### config.mk
export PLATFORM = sky130hd
export DESIGN_NAME = cvtSpiRegs
export DESIGN_NICKNAME = d
export VERILOG_FILES = /design/src/rtl/cvtSpiPkg.sv /design/src/rtl/cvtSpiCtrl.sv /design/src/rtl/cvtConvStub.sv /design/src/rtl/cvtRegDatapath.sv /design/src/rtl/cvtSpiRegs.sv
export SDC_FILE = /design/constraint.sdc
export NUM_CORES = 1
export LEC_CHECK = 0
export CAP_MARGIN = 20
export CELL_PAD_IN_SITES_DETAIL_PLACEMENT = 0
export CELL_PAD_IN_SITES_GLOBAL_PLACEMENT = 1
export CORE_UTILIZATION = 45
export DETAILED_ROUTE_END_ITERATION = 10
export DONT_BUFFER_PORTS = 1
export GPL_TIMING_DRIVEN = 0
export PLACE_DENSITY_LB_ADDON = 0.1
export SLEW_MARGIN = 15
export SYNTH_ARGS = -nofsm -noshare
export SYNTH_HDL_FRONTEND = slang
export SYNTH_HIERARCHICAL = 1
export SYNTH_SLANG_ARGS = --single-unit
### constraint.sdc
create_clock -name clk -period 3.5 [get_ports clk]
set_clock_uncertainty 0.05 [all_clocks]
set_input_delay 0.35 -clock clk [delete_from_list [all_inputs] [get_ports clk]]
set_output_delay 0.35 -clock clk [all_outputs]
set_load 0.01 [all_outputs]
### src/rtl/cvtSpiPkg.sv
package cvtSpiPkg;

  localparam int ADDR_W = 5;
  localparam int RES_W  = 16;
  localparam int CODE_W = 14;

  localparam logic [ADDR_W-1:0] A_RESLO   = 5'd0;
  localparam logic [ADDR_W-1:0] A_RESHI   = 5'd1;
  localparam logic [ADDR_W-1:0] A_PGAOK   = 5'd2;
  localparam logic [ADDR_W-1:0] A_ADCTL   = 5'd3;
  localparam logic [ADDR_W-1:0] A_GAINMUX = 5'd4;
  localparam logic [ADDR_W-1:0] A_IOSTATE = 5'd5;
  localparam logic [ADDR_W-1:0] A_IOCTL   = 5'd6;
  localparam logic [ADDR_W-1:0] A_OSC     = 5'd7;
  localparam logic [ADDR_W-1:0] A_SERCTL  = 5'd24;
  localparam logic [ADDR_W-1:0] A_ID      = 5'd31;

  // instruction byte field positions
  localparam int INS_RD  = 6;
  localparam int INS_16  = 5;

  typedef enum logic [1:0] {
    PH_INSTR = 2'd0,
    PH_WDATA = 2'd1,
    PH_RDATA = 2'd2,
    PH_DONE  = 2'd3
  } phase_t;

  // strobes from serial control to the register datapath
  typedef struct packed {
    logic              wrEn;
    logic              loadTx;
    logic              shiftTx;
    logic              burst;
    logic [ADDR_W-1:0] addr;
    logic [7:0]        wrData;
  } spiStrobe_t;

endpackage

### src/rtl/cvtSpiCtrl.sv
module cvtSpiCtrl
  import cvtSpiPkg::*;
#(
  parameter int SYNC_STAGES = 2
) (
  input  logic       clk,
  input  logic       rstN,
  input  logic       csN,
  input  logic       sclk,
  input  logic       mosi,
  output spiStrobe_t stb,
  output logic       txActive
);

  localparam int SW = SYNC_STAGES;

  logic [SW:0]   sclkPipe;
  logic [SW-1:0] csPipe;
  logic [SW-1:0] mosiPipe;

  always_ff @(posedge clk) begin
    if (!rstN) begin
      sclkPipe <= '0;
      csPipe   <= '1;
      mosiPipe <= '0;
    end else begin
      sclkPipe <= {sclkPipe[SW-1:0], sclk};
      csPipe   <= {csPipe[SW-2:0], csN};
      mosiPipe <= {mosiPipe[SW-2:0], mosi};
    end
  end

  logic csAct, sclkRise, sclkFall, mosiBit;
  assign csAct    = ~csPipe[SW-1];
  assign sclkRise = sclkPipe[SW-1] & ~sclkPipe[SW];
  assign sclkFall = ~sclkPipe[SW-1] & sclkPipe[SW];
  assign mosiBit  = mosiPipe[SW-1];

  phase_t            phase;
  logic [2:0]        bitCnt;
  logic [6:0]        rxSh;
  logic [ADDR_W-1:0] curAddr;
  logic              is16;
  logic              firstByte;

  logic       byteDone;
  logic [7:0] rxByte;
  assign byteDone = csAct & sclkRise & (bitCnt == 3'd7);
  assign rxByte   = {rxSh, mosiBit};

  always_ff @(posedge clk) begin
    if (!rstN) begin
      phase     <= PH_INSTR;
      bitCnt    <= '0;
      rxSh      <= '0;
      curAddr   <= '0;
      is16      <= 1'b0;
      firstByte <= 1'b0;
    end else if (!csAct) begin
      phase  <= PH_INSTR;
      bitCnt <= '0;
    end else if (sclkRise) begin
      rxSh   <= rxByte[6:0];
      bitCnt <= bitCnt + 3'd1;
      if (bitCnt == 3'd7) begin
        unique case (phase)
          PH_INSTR: begin
            curAddr   <= rxByte[ADDR_W-1:0];
            is16      <= rxByte[INS_16];
            firstByte <= 1'b1;
            phase     <= rxByte[INS_RD] ? PH_RDATA : PH_WDATA;
          end
          PH_RDATA: begin
            if (is16 && firstByte) begin
              firstByte <= 1'b0;
              curAddr   <= curAddr + 5'd1;
            end else begin
              phase <= PH_DONE;
            end
          end
          PH_WDATA: phase <= PH_DONE;
          default:  phase <= PH_DONE;
        endcase
      end
    end
  end

  always_comb begin
    stb         = '0;
    stb.wrData  = rxByte;
    stb.wrEn    = byteDone & (phase == PH_WDATA);
    stb.loadTx  = byteDone & (((phase == PH_INSTR) & rxByte[INS_RD]) |
                              ((phase == PH_RDATA) & is16 & firstByte));
    stb.burst   = (phase == PH_RDATA);
    stb.shiftTx = csAct & sclkFall & (phase == PH_RDATA) & (bitCnt != 3'd0);
    unique case (phase)
      PH_INSTR: stb.addr = rxByte[ADDR_W-1:0];
      PH_RDATA: stb.addr = curAddr + 5'd1;
      default:  stb.addr = curAddr;
    endcase
  end

  assign txActive = csAct & (phase == PH_RDATA);

endmodule

### src/rtl/cvtConvStub.sv
module cvtConvStub
  import cvtSpiPkg::*;
#(
  parameter int CONV_CYCLES = 64
) (
  input  logic             clk,
  input  logic             rstN,
  input  logic             convReq,
  input  logic [RES_W-1:0] resultIn,
  output logic             busy,
  output logic [RES_W-1:0] resultReg
);

  localparam int CW = $clog2(CONV_CYCLES + 1);
  localparam logic [CW-1:0] LAST = CW'(CONV_CYCLES - 1);
  localparam logic [RES_W-1:0] CODE_MASK = {{CODE_W{1'b1}}, {(RES_W-CODE_W){1'b0}}};

  logic [CW-1:0] cnt;

  always_ff @(posedge clk) begin
    if (!rstN) begin
      busy      <= 1'b0;
      cnt       <= '0;
      resultReg <= '0;
    end else if (busy) begin
      if (cnt == LAST) begin
        busy      <= 1'b0;
        cnt       <= '0;
        resultReg <= resultIn & CODE_MASK;
      end else begin
        cnt <= cnt + 1'b1;
      end
    end else if (convReq) begin
      busy <= 1'b1;
      cnt  <= '0;
    end
  end

endmodule

### src/rtl/cvtRegDatapath.sv
module cvtRegDatapath
  import cvtSpiPkg::*;
#(
  parameter logic [7:0] ID_CODE = 8'h5A
) (
  input  logic             clk,
  input  logic             rstN,
  input  spiStrobe_t       stb,
  input  logic             txActive,
  input  logic             busy,
  input  logic [RES_W-1:0] resultReg,
  output logic             convReq,
  output logic             miso
);

  logic [7:0] adCtl, ioState, ioCtl, serCtl;
  logic [6:0] gmLow;
  logic [5:0] oscBits;
  logic [7:0] hiHold;
  logic [7:0] txSh;
  logic [7:0] rdByte;

  assign convReq = stb.wrEn & (stb.addr == A_GAINMUX) & stb.wrData[7];

  always_comb begin
    unique case (stb.addr)
      A_RESLO:   rdByte = resultReg[7:0];
      A_RESHI:   rdByte = stb.burst ? hiHold : resultReg[15:8];
      A_PGAOK:   rdByte = 8'h00;
      A_ADCTL:   rdByte = adCtl;
      A_GAINMUX: rdByte = {busy, gmLow};
      A_IOSTATE: rdByte = ioState;
      A_IOCTL:   rdByte = ioCtl;
      A_OSC:     rdByte = {2'b00, oscBits};
      A_SERCTL:  rdByte = serCtl;
      A_ID:      rdByte = ID_CODE;
      default:   rdByte = 8'h00;
    endcase
  end

  always_ff @(posedge clk) begin
    if (!rstN) begin
      adCtl   <= '0;
      gmLow   <= '0;
      ioState <= '0;
      ioCtl   <= '0;
      oscBits <= '0;
      serCtl  <= '0;
    end else if (stb.wrEn) begin
      unique case (stb.addr)
        A_ADCTL:   adCtl   <= stb.wrData;
        A_GAINMUX: gmLow   <= stb.wrData[6:0];
        A_IOSTATE: ioState <= stb.wrData;
        A_IOCTL:   ioCtl   <= stb.wrData;
        A_OSC:     oscBits <= stb.wrData[5:0];
        A_SERCTL:  serCtl  <= stb.wrData;
        default:   ;
      endcase
    end
  end

  always_ff @(posedge clk) begin
    if (!rstN) begin
      txSh   <= '0;
      hiHold <= '0;
    end else if (stb.loadTx) begin
      txSh <= rdByte;
      if (stb.addr == A_RESLO) hiHold <= resultReg[15:8];
    end else if (stb.shiftTx) begin
      txSh <= {txSh[6:0], 1'b0};
    end
  end

  assign miso = txActive & txSh[7];

endmodule

### src/rtl/cvtSpiRegs.sv
module cvtSpiRegs
  import cvtSpiPkg::*;
#(
  parameter int         CONV_CYCLES = 64,
  parameter logic [7:0] ID_CODE     = 8'h5A,
  parameter int         SYNC_STAGES = 2
) (
  input  logic        clk,
  input  logic        rstN,
  input  logic        csN,
  input  logic        sclk,
  input  logic        mosi,
  input  logic [15:0] resultIn,
  output logic        miso
);

  spiStrobe_t       stb;
  logic             txActive;
  logic             convReq;
  logic             busy;
  logic [RES_W-1:0] resultReg;

  cvtSpiCtrl #(.SYNC_STAGES(SYNC_STAGES)) u_ctrl (
    .clk(clk), .rstN(rstN), .csN(csN), .sclk(sclk), .mosi(mosi),
    .stb(stb), .txActive(txActive)
  );

  cvtRegDatapath #(.ID_CODE(ID_CODE)) u_dp (
    .clk(clk), .rstN(rstN), .stb(stb), .txActive(txActive),
    .busy(busy), .resultReg(resultReg), .convReq(convReq), .miso(miso)
  );

  cvtConvStub #(.CONV_CYCLES(CONV_CYCLES)) u_conv (
    .clk(clk), .rstN(rstN), .convReq(convReq), .resultIn(resultIn),
    .busy(busy), .resultReg(resultReg)
  );

endmodule

# [Yosys cells after proc, flatten, opt, wreduce, memory -nomap -nowiden]
# Cells that the tools add are included.
[word_totals] regBits=109 out_inout_bits=1 wordCells=96
[op_classes] add_sub_neg=3 n_eq_ne=14 mux=18 bitwise_logic=21 reduce_logical=20
[op_table] operator="$pmux W8 S9" n=1
[op_table] operator="$mux W8" n=3
[op_table] operator="$mux W7" n=3
[op_table] operator="$eq A5 B3 Y1 const B" n=4
[op_table] operator="$pmux W5 S2" n=2
[op_table] operator="$reduce_and A2 Y1" n=9
[op_table] operator="$and A1 B1 Y1" n=16
[op_table] operator="$eq A5 B5 Y1 const B" n=2
[op_table] operator="$add A7 B1 Y7 const B" n=1
[op_table] operator="$eq A7 B6 Y1 const B" n=1
[op_table] operator="$reduce_bool A2 Y1" n=3
[op_table] operator="$add A5 B1 Y5 const B" n=1
[op_table] operator="$eq A5 B1 Y1 const B" n=1
[op_table] operator="$eq A5 B2 Y1 const B" n=1
[op_table] operator="$logic_not A5 Y1" n=1
[op_table] operator="$mux W5" n=1
[op_table] operator="$reduce_and A5 Y1" n=1
[op_table] operator="$mux W1" n=4
[op_table] operator="$mux W2" n=2
[op_table] operator="$ne A2 B2 Y1 const B" n=2
[op_table] operator="$not A1 Y1" n=4
[op_table] operator="$pmux W2 S2" n=1
[op_table] operator="$reduce_and A4 Y1" n=1
[op_table] operator="$add A3 B1 Y3 const B" n=1
[op_table] operator="other kinds (10)" n=10

# [Logic depth before layout (Yosys ltp)]
[depth] depth_word=9 mapped_depth=13

# [Modules after synthesis]
# Netlist, hierarchy kept.
[modules_own_cells] mod="cvtRegDatapath" n_inst=1 cells_per_inst=366 area_each_um2=3313.2
[modules_own_cells] mod="cvtSpiCtrl" n_inst=1 cells_per_inst=139 area_each_um2=1232.4
[modules_own_cells] mod="cvtConvStub" n_inst=1 cells_per_inst=110 area_each_um2=992.2

# [Worst setup path before layout]
# OpenSTA, ideal clock, no wires.
[synth_timing] kind="reg-to-reg" start="register u_ctrl.curAddr[0]" end="register u_conv.cnt[3]" setup_ns=0.133 arrival_ns=2.234 required_ns=3.317 path_slack_ns=1.083 stages_incl_launch_ff=14 n_path_buf=2 period_less_slack_ns=2.417 cell_sequence="dfxtp_1 -> ha_1 -> nand3_1 -> xnor2_1 -> nand2_1 -> nand2_1 -> buf_6 -> nor3_2 -> nand4b_1 -> buf_2 -> nor2_1 -> or2_2 -> a2bb2oi_1 -> o31ai_1"
[synth_rtl] item="start: declaration" line_no="cvtSpiCtrl.sv:42" text="logic [ADDR_W-1:0] curAddr;"
[synth_rtl] item="start signal: assignment" line_no="cvtSpiCtrl.sv:68" text="curAddr <= rxByte[ADDR_W-1:0];"
[synth_rtl] item="start signal: assignment" line_no="cvtSpiCtrl.sv:76" text="curAddr <= curAddr + 5'd1;"
[synth_rtl] item="end signal: assignment" line_no="cvtConvStub.sv:31" text="cnt <= cnt + 1'b1;"
[synth_rtl] item="end: declaration" line_no="cvtConvStub.sv:18" text="logic [CW-1:0] cnt;"

==> reports/metrics.csv <==
stage,metric,value,unit
critical_path,CP max FO,10,
synth,Post-Syn Area,5540,µm²
floorplan,Core Box Area,12000,µm²
critical_path,Crit path required time,3.68,ns
clocking,CTS H-tree depth,3,
timing,minimum clock period,3.08,ns
synth,post-synthesis sequential area ratio,39.4,%
layout,area grow syn2layout,9.22,%
timing,Max-slew headroom,33.1,%
placement,Placed Cells incl. Taps,763,
layout,NumNets Final,653,
timing,Fmax achieved,325,MHz
timing,Setup-failing EPs final,0,
placement,input/output buffers,0,
synth,Async SR Flop Fraction,0,%
synth,Yosys reg bits,109,
routing,final wirelength,14.2,mm
layout,# diodes,0,
critical_path,Worst Path Arrival,3.25,ns
layout,final cell count without fillers,779,
timing,TNS Setup,0,ns
routing,Via Count,4421,
routing,Initial DRC Count,296,
routing,Detail Route Antenna Nets,0,
timing,Slew @ Worst Pin,0.994,ns
critical_path,CP startpoint kind,register,
power_and_ir_drop,pwr dens,401,nW/µm²
clocking,number of buffers created by CTS,9,
floorplan,floorplan row count,40,
routing,DRC Markers,0,
grt,GRT Total Usage,23.9,%
floorplan,Starting Density,46.1,%
floorplan,Die Width,113,µm
floorplan,I/O pin cnt,22,
clocking,postcts setup bufs,0,
placement,RePlAce Congestion,0.819,
placement,pre-CTS setup slack,0.473,ns
floorplan,area of the die,12800,µm²
grt,initial antenna violation count,0,
grt,pin count of the biggest net entering global routing,20,
grt,global-route wire length before repair,23.2,mm
critical_path,critical path's top delay family,simple AND/OR/NAND/NOR gates,
layout,"leading cell types in the layout, fill and taps excluded","109 x dfxtp_1, 71 x mux2i_1, 70 x nand2_1",
synth,Synth cell types,70,
critical_path,"slowest stage cell, crit path",nor3_2,
clocking,clock latency on the worst-skew pair,0.36,ns
synth,number of synthesized flops with an enable pin,0,
routing,Pre-antenna DRT Iters,5,
grt,GR Overflow Total,0,
critical_path,CP cell instances,clkbuf_1 > o21ai_0 > nor3_2 > nand4b_1 > buf_2 > nor2_1 > or2_2 > a2bb2oi_1 > o31ai_1,
clocking,clock sinks,109,
routing,drt via density,5.68,
grt,vias in the first global route,4223,
timing,RSZ-0062 raised after global routing,no,
clocking,CTS Hold Buffers Added,0,
synth,ys flop type,dfxtp_1,
clocking,Root Driver,clkbuf_16,
critical_path,Buf/Inv on CP,2,
floorplan,die height,113,µm
timing,Final Max Tran Viols,0,
clocking,CTS Buffer Depth,2,
clocking,"Clk pin slew, worst setup/hold paths",0.07,ns
power_and_ir_drop,leakage power,2.21,nW
synth,Yosys warnings,6,
routing,post-DR wirelength/cell,18.2,µm
timing,final worst slack,0.423,ns
layout,layout cells sized above 1,9.18,%
placement,hpwl dp,10.3,mm
synth,Post-Syn Area per Cell,9.00,µm²
clocking,CTS tree,yes,
timing,Final Hold Violating Endpoints,0,
worst_hold_path,Worst Hold Class,input port to register,
run,Max-Cap Viols,0,
clocking,# resized after CTS,0,
timing,Final Cycle Share,87.9,%
layout,"commonest non-fill, non-tap cell in the layout",dfxtp_1,
critical_path,Worst Setup End Kind,register,
status,status,finished clean,
synth,post-synthesis cell count,615,
critical_path,critical path's largest stage delay,0.63,ns
critical_path,critical setup path kind,register to register,
power_and_ir_drop,Worst VDD drop,392,µV
[flip-flops by register name (all words and copies together) (netlist names)]
| name | count |
|---|---|
| u_conv/resultReg | 14 |
| u_dp/adCtl | 8 |
| u_dp/hiHold | 8 |
| u_dp/ioCtl | 8 |
| u_dp/ioState | 8 |
| u_dp/serCtl | 8 |
| u_dp/txSh | 8 |
| u_conv/cnt | 7 |
| u_ctrl/rxSh | 7 |
| u_dp/gmLow | 7 |
| u_dp/oscBits | 6 |
| u_ctrl/curAddr | 5 |
| u_ctrl/bitCnt | 3 |
| u_ctrl/sclkPipe | 3 |
| u_ctrl/csPipe | 2 |
| u_ctrl/mosiPipe | 2 |
| u_ctrl/phase | 2 |
| u_conv/busy | 1 |
| u_ctrl/firstByte | 1 |
| u_ctrl/is16 | 1 |
[stage by stage]
stage | instance area (µm²) | hold WS, ns | power [W] | util [%]
2_1_floorplan | 5540 | 0.336 | 0.00132 | -
3_3_place_gp | 5730 | 0.341 | 0.00134 | 47.7
3_5_place_dp | 5730 | 0.351 | 0.00134 | 47.7
4_1_cts | 6050 | 0.00657 | 0.00245 | 50.4
5_1_grt | 6050 | 0.000410 | 0.00251 | 50.4
6_report | 6050 | 0.0184 | 0.00242 | 50.4
[final timing paths]
check                   start  slack, ns          endpoint  depth (start not counted)
min reg2reg  u_ctrl/csPipe[0]       0.37  u_ctrl/csPipe[1]                          1
max reg2reg   u_ctrl/phase[0]       0.42     u_conv/cnt[3]                          9
max           u_ctrl/phase[0]       0.42     u_conv/cnt[3]                          9
min                      rstN       0.02  u_ctrl/csPipe[0]                          1
[worst register-to-register path: stages (launching register included)]
cell	delay (ns)
dfxtp_1	0.42
clkbuf_1	0.36
o21ai_0	0.45
nor3_2	0.64
nand4b_1	0.15
buf_2	0.24
nor2_1	0.21
or2_2	0.18
a2bb2oi_1	0.17
o31ai_1	0.08
[report_power, final]
group | leakage (nW) | internal (W) | switching (W)
Combinational | 1.18 | 0.0000267 | 0.0000407
Clock | 0.154 | 0.000634 | 0.000478
Sequential | 0.879 | 0.00124 | 0.00000224
Total | 2.21 | 0.00190 | 0.000521
[logic make-up (layout without fill, tap and decap cells)]
group,Yosys count,count (layout),share of synthesized area (%)
flip-flops,109,109,39.4
buffers and inverters,62,78,5.69
multiplexers,73,73,13.2
XOR/XNOR,4,4,0.633
other,1,2,0.0677
AND/OR/NAND/NOR,256,256,25.6
AO/OA/AOI/OAI,105,105,14.2
adder cells (fa/ha/maj),5,5,1.13
[cell usage after synthesis (3+ instances only)]
| master | number | share of area, % |
|---|---|---|
| dfxtp_1 | 109 | 39 |
| mux2i_1 | 71 | 13 |
| nand2_1 | 70 | 4.7 |
| nand3_1 | 41 | 3.7 |
| nor2b_1 | 39 | 4.4 |
| nor2_1 | 32 | 2.2 |
| a21boi_0 | 23 | 3.1 |
| clkbuf_1 | 20 | 1.4 |
| inv_1 | 18 | 1.2 |
| a21oi_1 | 17 | 1.5 |
| o21ai_0 | 13 | 1.2 |
| nor3_1 | 11 | 0.99 |
| and2_1 | 10 | 1.1 |
| buf_2 | 9 | 0.81 |
| nand2b_1 | 8 | 0.90 |
| and3_1 | 7 | 0.79 |
| and4b_1 | 7 | 1.3 |
| buf_6 | 7 | 1.4 |
| o31ai_1 | 7 | 0.95 |
| a221oi_1 | 6 | 0.95 |
| o21a_1 | 6 | 0.81 |
| buf_4 | 5 | 0.68 |
| ha_1 | 5 | 1.1 |
| a2111oi_0 | 4 | 0.63 |
| nor3b_1 | 4 | 0.54 |
| o22ai_1 | 4 | 0.45 |
| xnor2_1 | 4 | 0.63 |
| a211oi_1 | 3 | 0.41 |
| a311oi_1 | 3 | 0.47 |
| a31oi_1 | 3 | 0.34 |
| buf_1 | 3 | 0.20 |
| nand3b_1 | 3 | 0.41 |
[layout make-up]
type | instances | area (µm²)
tap | 147 | 184
inverter | 18 | 67.6
clock buffer | 10 | 229
sequential | 109 | 2180
buffer | 44 | 248
fill | 1169 | 5960
multi-input combinational | 445 | 3040
clock inverter | 6 | 93.8
[per-layer routing]
metal	vias up	GRT usage, %	part of all wire (%)
met2	92	37.6	45
met5	-	0	0
met4	0	7.54	2.2
met3	24	5.36	4.3
met1	2115	32.5	49
li1	2190	-	-
No activity file was read; power rests on OpenSTA's default activity.
